--- src/rtl/cwdog_pkg.sv ---
// Package: shared types and code words for the code-word watchdog.
// Assumes an 8-bit software data path; field positions are fixed here.
package cwdog_pkg;

    localparam int DATA_W = 8;

    localparam logic [DATA_W-1:0] CODE_RESTART = 8'h4E;
    localparam logic [DATA_W-1:0] CODE_STOP    = 8'hB1;

    // Decoded control byte: bit 7 enable, bits 5:4 window, bits 2:1 tick select, bit 0 routing.
    typedef struct packed {
        logic       en;
        logic [1:0] win;
        logic [1:0] tsel;
        logic       to_rst;
    } ctrl_t;

    localparam ctrl_t CTRL_RESET = '{en: 1'b1, win: 2'b00, tsel: 2'b11, to_rst: 1'b1};

endpackage

--- src/rtl/cwdog_prescale.sv ---
// Module: free-running prescaler with four selectable tick rates.
// Tap g ticks once every 2^(TAP_BASE+g*TAP_STEP) cycles; the phase is never reset
// by software, so the first period after a restart may be short.
module cwdog_prescale #(
    parameter int TAP_BASE = 10,
    parameter int TAP_STEP = 2
) (
    input  logic       clk,
    input  logic       rst_n,
    input  logic [1:0] tsel,
    output logic       tick
);
    localparam int PW_RAW = TAP_BASE + 3 * TAP_STEP;
    localparam int PW     = (PW_RAW < 1) ? 1 : PW_RAW;

    logic [PW-1:0] pre_q;
    logic [3:0]    hit;

    // Free-running divider count.
    always_ff @(posedge clk) begin
        if (!rst_n) pre_q <= '0;
        else        pre_q <= pre_q + 1'b1;
    end

    // One tick candidate per selectable rate.
    for (genvar g = 0; g < 4; g++) begin : g_tap
        localparam int EXP = TAP_BASE + g * TAP_STEP;
        localparam logic [PW-1:0] MASK = {PW{1'b1}} >> (PW - EXP);
        assign hit[g] = ((pre_q & MASK) == MASK);
    end

    assign tick = hit[tsel];

endmodule

--- src/rtl/cwdog_regs.sv ---
// Module: control byte and code-word decode.
// Holds the control fields and the running state; a stop code is honoured only
// while the enable bit is low, and a control write with enable high restarts.
module cwdog_regs
    import cwdog_pkg::*;
#(
    parameter int ADDR_W    = 1,
    parameter int CTRL_ADDR = 0,
    parameter int CODE_ADDR = 1
) (
    input  logic              clk,
    input  logic              rst_n,
    input  logic              wr_en,
    input  logic [ADDR_W-1:0] wr_addr,
    input  logic [DATA_W-1:0] wr_data,
    output ctrl_t             ctrl,
    output logic              run,
    output logic              restart
);
    logic ctrl_wr, code_wr, stop_wr;

    // Address and code decode.
    always_comb begin
        ctrl_wr = wr_en && (wr_addr == ADDR_W'(CTRL_ADDR));
        code_wr = wr_en && (wr_addr == ADDR_W'(CODE_ADDR));
        restart = code_wr && (wr_data == CODE_RESTART);
        stop_wr = code_wr && (wr_data == CODE_STOP);
    end

    // Control byte storage.
    always_ff @(posedge clk) begin
        if (!rst_n) begin
            ctrl <= CTRL_RESET;
        end else if (ctrl_wr) begin
            ctrl.en     <= wr_data[7];
            ctrl.win    <= wr_data[5:4];
            ctrl.tsel   <= wr_data[2:1];
            ctrl.to_rst <= wr_data[0];
        end
    end

    // Running state: set by enabling, cleared by a stop code while enable is low.
    always_ff @(posedge clk) begin
        if (!rst_n)                    run <= 1'b1;
        else if (ctrl_wr && wr_data[7]) run <= 1'b1;
        else if (stop_wr && !ctrl.en)  run <= 1'b0;
    end

endmodule

--- src/rtl/cwdog_core.sv ---
// Module: watchdog counter, service-window check and request pulses.
// Assumes one tick per prescaler period; a restart beats a coincident overflow,
// and an early restart still zeroes the count while flagging a malfunction.
module cwdog_core
    import cwdog_pkg::*;
#(
    parameter int CNT_W = 8
) (
    input  logic  clk,
    input  logic  rst_n,
    input  ctrl_t ctrl,
    input  logic  run,
    input  logic  tick,
    input  logic  restart,
    output logic  nmi_req,
    output logic  rst_req
);
    localparam logic [CNT_W-1:0] CNT_TOP = {CNT_W{1'b1}};

    logic [CNT_W-1:0] cnt_q;
    logic [CNT_W-1:0] open_at;
    logic             ovf, early, fire;

    // Window opening count and trigger conditions.
    always_comb begin
        open_at = {ctrl.win, {(CNT_W-2){1'b0}}};
        ovf     = run && tick && (cnt_q == CNT_TOP) && !restart;
        early   = run && restart && (cnt_q < open_at);
        fire    = ovf || early;
    end

    // Up counter: held at zero while stopped, zeroed by restart, advanced by tick.
    always_ff @(posedge clk) begin
        if (!rst_n)       cnt_q <= '0;
        else if (!run)    cnt_q <= '0;
        else if (restart) cnt_q <= '0;
        else if (tick)    cnt_q <= cnt_q + 1'b1;
    end

    // Registered one-cycle request pulses, routed by the control byte.
    always_ff @(posedge clk) begin
        if (!rst_n) begin
            nmi_req <= 1'b0;
            rst_req <= 1'b0;
        end else begin
            nmi_req <= fire && !ctrl.to_rst;
            rst_req <= fire &&  ctrl.to_rst;
        end
    end

endmodule

--- src/rtl/cwdog_top.sv ---
// Module: code-word watchdog top; joins prescaler, register decode and core.
// Assumes a single clock domain and a write strobe valid for one cycle per write.
module cwdog_top
    import cwdog_pkg::*;
#(
    parameter int TAP_BASE  = 10,
    parameter int TAP_STEP  = 2,
    parameter int CNT_W     = 8,
    parameter int ADDR_W    = 1,
    parameter int CTRL_ADDR = 0,
    parameter int CODE_ADDR = 1
) (
    input  logic              clk,
    input  logic              rst_n,
    input  logic              wr_en,
    input  logic [ADDR_W-1:0] wr_addr,
    input  logic [7:0]        wr_data,
    output logic              nmi_req,
    output logic              rst_req
);
    ctrl_t ctrl;
    logic  run, restart, tick;

    cwdog_regs #(
        .ADDR_W(ADDR_W), .CTRL_ADDR(CTRL_ADDR), .CODE_ADDR(CODE_ADDR)
    ) u_regs (
        .clk(clk), .rst_n(rst_n), .wr_en(wr_en), .wr_addr(wr_addr),
        .wr_data(wr_data), .ctrl(ctrl), .run(run), .restart(restart)
    );

    cwdog_prescale #(
        .TAP_BASE(TAP_BASE), .TAP_STEP(TAP_STEP)
    ) u_pre (
        .clk(clk), .rst_n(rst_n), .tsel(ctrl.tsel), .tick(tick)
    );

    cwdog_core #(
        .CNT_W(CNT_W)
    ) u_core (
        .clk(clk), .rst_n(rst_n), .ctrl(ctrl), .run(run), .tick(tick),
        .restart(restart), .nmi_req(nmi_req), .rst_req(rst_req)
    );

endmodule

--- config.mk ---
export PLATFORM = sky130hd
export DESIGN_NAME = cwdog_top
export DESIGN_NICKNAME = d
export VERILOG_FILES = /design/src/rtl/cwdog_pkg.sv /design/src/rtl/cwdog_prescale.sv /design/src/rtl/cwdog_regs.sv /design/src/rtl/cwdog_core.sv /design/src/rtl/cwdog_top.sv
export SDC_FILE = /design/constraint.sdc
export NUM_CORES = 1
export LEC_CHECK = 0
export BUFFER_PORTS_ARGS = -buffer_cell sky130_fd_sc_hd__buf_2
export CAP_MARGIN = 10
export CORE_MARGIN = 1.5
export CORE_UTILIZATION = 45
export DETAILED_ROUTE_END_ITERATION = 6
export PLACE_DENSITY = 0.59
export SETUP_SLACK_MARGIN = 0.2
export SLEW_MARGIN = 20
export SYNTH_ARGS = -nofsm -noshare
export SYNTH_HDL_FRONTEND = slang
export SYNTH_SLANG_ARGS = --single-unit
--- constraint.sdc ---
create_clock -name clk -period 2.6 [get_ports clk]
set_input_delay 0.13 -clock clk [delete_from_list [all_inputs] [get_ports clk]]
set_output_delay 0.13 -clock clk [all_outputs]
set_load 0.01 [all_outputs]
==> metrics.txt <==
# TYPE chip_impl_metric gauge
chip_impl_metric{name="first_pass_grt_wire_length",unit="mm"} 5.46
chip_impl_metric{name="crit_path_max_incr_delay",unit="ns"} 0.76
chip_impl_info{name="synth_top_flop_cell",value="sky130_fd_sc_hd__dfxtp_1"} 1
chip_impl_metric{name="worst-endpoint-arrival",unit="ns"} 2.26
chip_impl_metric{name="synthesis.area_per_instance",unit="um2"} 8.80
chip_impl_info{name="setup.worst_path.class",value="register to register"} 1
chip_impl_metric{name="cts_hold_buffers",unit=""} 0
chip_impl_info{name="setup.worst_path.start_class",value="register"} 1
chip_impl_info{name="critical_path.reg2reg.endpoint",value="u_core.cnt_q[5]$_SDFFE_PP0N_"} 1
chip_impl_metric{name="total_power",unit="uW"} 857
chip_impl_info{name="reg2reg_from",value="u_pre.pre_q[9]$_SDFF_PN0_"} 1
chip_impl_metric{name="syn-instance-count",unit=""} 180
chip_impl_info{name="ctsRootBufferMaster",value="sky130_fd_sc_hd__clkbuf_4"} 1
chip_impl_metric{name="crit_required",unit="ns"} 2.87
chip_impl_metric{name="cts_resized",unit=""} 0
chip_impl_metric{name="routed-via-count",unit=""} 1319
chip_impl_metric{name="setup_violations",unit=""} 0
chip_impl_info{name="crit_path_top_delay_cell",value="sky130_fd_sc_hd__or4b_1"} 1
chip_impl_metric{name="synth-seq-area-share",unit="%"} 41.7
chip_impl_metric{name="cellLeakagePower",unit="uW"} 0.000605
chip_impl_metric{name="grt_max_degree",unit=""} 17
chip_impl_metric{name="number_of_antenna_violations_at_the_first_check_in_global_routing",unit=""} 0
chip_impl_metric{name="initial_core_util",unit="%"} 47.1
chip_impl_metric{name="maxSlewViolCount",unit=""} 0
chip_impl_metric{name="detail_route.iter0.violations",unit=""} 94
chip_impl_metric{name="holdWs",unit="ns"} 0.0423
chip_impl_metric{name="number_of_global_route_vias_before_repair",unit=""} 1272
chip_impl_metric{name="totalWireLength",unit="mm"} 3.05
chip_impl_metric{name="clk-insertion-delay-late",unit="ns"} 0.32
chip_impl_info{name="status",value="finished clean"} 1
chip_impl_metric{name="asyncSetResetFlopFracSynth",unit="%"} 0
chip_impl_info{name="leading_area_contributor_after_synthesis",value="sky130_fd_sc_hd__dfxtp_1"} 1
chip_impl_metric{name="cts_setup_buffers",unit=""} 0
chip_impl_metric{name="grt_usage",unit="%"} 17.3
chip_impl_metric{name="num_rows",unit=""} 21
chip_impl_info{name="hold_path_class",value="input pin to register"} 1
chip_impl_metric{name="multi_input_combinational_cell_area",unit="um2"} 885
chip_impl_metric{name="num_antenna_cells",unit=""} 0
chip_impl_metric{name="critical_path_peak_fanout",unit=""} 9
chip_impl_metric{name="timing.final.crit_share",unit="%"} 76.7
chip_impl_metric{name="edff_count_synth",unit=""} 0
chip_impl_metric{name="final.setup_skew",unit="ns"} 0.0110
chip_impl_metric{name="detail_route.drc_violations",unit=""} 0
chip_impl_metric{name="antenna_left",unit=""} 0
chip_impl_metric{name="fp.dieW",unit="um"} 62.3
chip_impl_info{name="worst_setup_path_end_kind",value="register"} 1
chip_impl_metric{name="fmax",unit="GHz"} 0.501
chip_impl_metric{name="syn-cell-area",unit="mm2"} 0.00158
chip_impl_info{name="path_delay_family",value="simple AND/OR/NAND/NOR gates"} 1
chip_impl_metric{name="max-vdd-ir-drop",unit="V"} 0.000293
chip_impl_metric{name="cp.buffers_inverters",unit=""} 0
chip_impl_metric{name="sequential_cell_area",unit="um2"} 661
chip_impl_metric{name="synth-seq-cells",unit=""} 33
chip_impl_metric{name="core-area",unit="mm2"} 0.00336
chip_impl_metric{name="port-buffer-count",unit=""} 13
chip_impl_metric{name="routabilityCongestion",unit=""} 0.837
chip_impl_metric{name="wl_per_cell",unit="um"} 12.6
chip_impl_metric{name="tritoncts.num_buffers",unit=""} 5
chip_impl_metric{name="pwr_density_cell",unit="mW/mm2"} 492
chip_impl_info{name="synth_most_common_cell",value="sky130_fd_sc_hd__dfxtp_1"} 1
chip_impl_info{name="netlist_top_cells_area",value="sky130_fd_sc_hd__dfxtp_1 42%, sky130_fd_sc_hd__nand2_1 7.1%, sky130_fd_sc_hd__mux2i_1 5.1%"} 1
chip_impl_info{name="synthTopCellsByCount",value="33 x sky130_fd_sc_hd__dfxtp_1, 30 x sky130_fd_sc_hd__nand2_1, 14 x sky130_fd_sc_hd__nand3_1, 14 x sky130_fd_sc_hd__nor2_1, 9 x sky130_fd_sc_hd__nand2b_1"} 1
chip_impl_info{name="worstSetupEndpoint",value="u_core.cnt_q[5]$_SDFFE_PP0N_"} 1
chip_impl_info{name="worst_setup_path_startpoint",value="u_pre.pre_q[9]$_SDFF_PN0_"} 1
chip_impl_metric{name="die_area",unit="mm2"} 0.00389
chip_impl_metric{name="n_fill_cell",unit=""} 364
chip_impl_metric{name="cp_num_cells",unit=""} 4
chip_impl_metric{name="finalNetCount",unit=""} 210
chip_impl_metric{name="die_height",unit="um"} 62.3
chip_impl_metric{name="drive_above_1_share",unit="%"} 12.8
chip_impl_metric{name="io_pins",unit=""} 14
chip_impl_metric{name="worst_setup_slack_for_register_to_register_paths",unit="ns"} 0.60
chip_impl_metric{name="worstMarginPinSlew",unit="ns"} 0.686
chip_impl_metric{name="reg2reg_depth",unit=""} 4
chip_impl_metric{name="cts_htree_levels",unit=""} 2
chip_impl_info{name="setup_repair_after_global_routing_missed_its_margin",value="no"} 1
chip_impl_metric{name="finalHoldViolations",unit=""} 0
chip_impl_metric{name="synth_nets",unit=""} 195
chip_impl_metric{name="synth_largest_type_area_fraction",unit="%"} 41.7
chip_impl_metric{name="synthesis.yosys.warnings",unit=""} 0
chip_impl_metric{name="dp_hpwl",unit="mm"} 2.26
chip_impl_metric{name="cap_violations",unit=""} 0
chip_impl_metric{name="layout-area-overhead-vs-synth",unit="%"} 9.95
chip_impl_info{name="crit_chain",value="nand4_2 > or4b_1 > a2111oi_2 > mux2i_1"} 1
chip_impl_metric{name="drt_pre_antenna_iters",unit=""} 4
chip_impl_metric{name="timing.max_slew.rel_slack",unit="%"} 53.6
chip_impl_metric{name="cts-root-to-sink-buffers",unit=""} 2
chip_impl_metric{name="detail_route.vias_per_cell",unit=""} 5.47
chip_impl_metric{name="clock_sink_count",unit=""} 33
chip_impl_metric{name="clkSlewWorstSetupHoldPaths",unit="ns"} 0.10
chip_impl_metric{name="synth.distinct_cells",unit=""} 40
chip_impl_metric{name="global_route.overflow_total",unit=""} 0
chip_impl_metric{name="final.setup.tns",unit="ns"} 0
chip_impl_info{name="tritoncts_clock_tree",value="yes"} 1
chip_impl_metric{name="final.min_clock_period",unit="ns"} 2.00
## metrics by stage
step           worst slack (ns)  util (%)  cell area [um2]  std cells
2_1_floorplan             0.808         -             1580        180
3_3_place_gp              0.646      49.9             1680        234
3_5_place_dp              0.599      49.9             1680        234
4_1_cts                   0.594      51.6             1730        241
5_1_grt                   0.465      51.8             1740        241
6_report                  0.605      51.8             1740        241
## metal layers
| metal | vias to the layer above | GRT usage, % | part of all wire (%) |
|---|---|---|---|
| li1 | 673 | - | - |
| met1 | 625 | 20.7 | 46 |
| met2 | 16 | 29.9 | 49 |
| met3 | 5 | 5.07 | 3.3 |
| met4 | 0 | 5.83 | 1.3 |
| met5 | - | 0 | 0 |
## state kept, by name, summed over array words and instances, names as in the netlist
name and flops:
u_core.rst_req 1, u_regs.run 1, u_pre.pre_q 16, u_regs.ctrl 6
u_core.nmi_req 1, u_core.cnt_q 8
## where the power goes
group          total [uW]  switching (uW)  leakage, uW  internal [uW]
combinational        51.3            30.4     0.000306           20.8
clock                 284             157    0.0000314            128
sequential            522            7.41     0.000268            515
## worst min path at each step
stage                    start                           to  slack, ns  depth (start not counted)
detailed placement  wr_data[2]  u_regs.ctrl[2]$_SDFFE_PN1P_       0.37                          3
global placement    wr_data[2]  u_regs.ctrl[2]$_SDFFE_PN1P_       0.37                          3
finish              wr_data[2]  u_regs.ctrl[2]$_SDFFE_PN1P_       0.04                          3
global route        wr_data[5]  u_regs.ctrl[4]$_SDFFE_PN0P_       0.04                          3
CTS                 wr_data[2]  u_regs.ctrl[2]$_SDFFE_PN1P_       0.04                          3
floorplan           wr_data[0]  u_regs.ctrl[0]$_SDFFE_PN1P_       0.25                          2
## worst reg2reg max path, cell delays in order (launching register included)
cell	delay, ns
sky130_fd_sc_hd__dfxtp_1	0.41
sky130_fd_sc_hd__nand4_2	0.17
sky130_fd_sc_hd__or4b_1	0.76
sky130_fd_sc_hd__a2111oi_2	0.40
sky130_fd_sc_hd__mux2i_1	0.21
## cell usage in the layout, fill, tap and decap left out, types with 2 or more instances in the layout
| master | instances |
|---|---|
| sky130_fd_sc_hd__nand4_1 | 7 |
| sky130_fd_sc_hd__mux2i_1 | 8 |
| sky130_fd_sc_hd__nand3_1 | 14 |
| sky130_fd_sc_hd__a21oi_1 | 5 |
| sky130_fd_sc_hd__nand2b_1 | 9 |
| sky130_fd_sc_hd__a2111o_1 | 3 |
| sky130_fd_sc_hd__buf_2 | 13 |
| sky130_fd_sc_hd__inv_1 | 5 |
| sky130_fd_sc_hd__a2111oi_2 | 3 |
| sky130_fd_sc_hd__xnor2_1 | 7 |
| sky130_fd_sc_hd__a211oi_1 | 3 |
| sky130_fd_sc_hd__nor3_1 | 4 |
| sky130_fd_sc_hd__dfxtp_1 | 33 |
| sky130_fd_sc_hd__nand2_1 | 30 |
| sky130_fd_sc_hd__nor2_1 | 14 |
| sky130_fd_sc_hd__clkbuf_4 | 5 |
| sky130_fd_sc_hd__and2_1 | 2 |
| sky130_fd_sc_hd__ha_1 | 3 |
| sky130_fd_sc_hd__xor2_1 | 5 |
## layout make-up
type | count | share of cell area, %
Sequential cell | 33 | 37.9
Timing Repair Buffer | 13 | 3.74
Inverter | 5 | 1.08
Clock buffer | 7 | 3.16
Tap cell | 46 | 3.30
Multi-Input combinational cell | 137 | 50.8
## logic make-up after synthesis
| family | count (synthesis) | synth area share [%] |
|---|---|---|
| xor gates and xnor gates | 12 | 6.64 |
| AOI/OAI and AO/OA | 22 | 11.8 |
| muxes | 8 | 5.06 |
| and+or+nand+nor | 92 | 29.5 |
| buffers and inverters | 10 | 2.92 |
| DFF | 33 | 41.7 |
| adders and majority gates | 3 | 2.37 |
No activity file was read; power rests on OpenSTA's default activity.
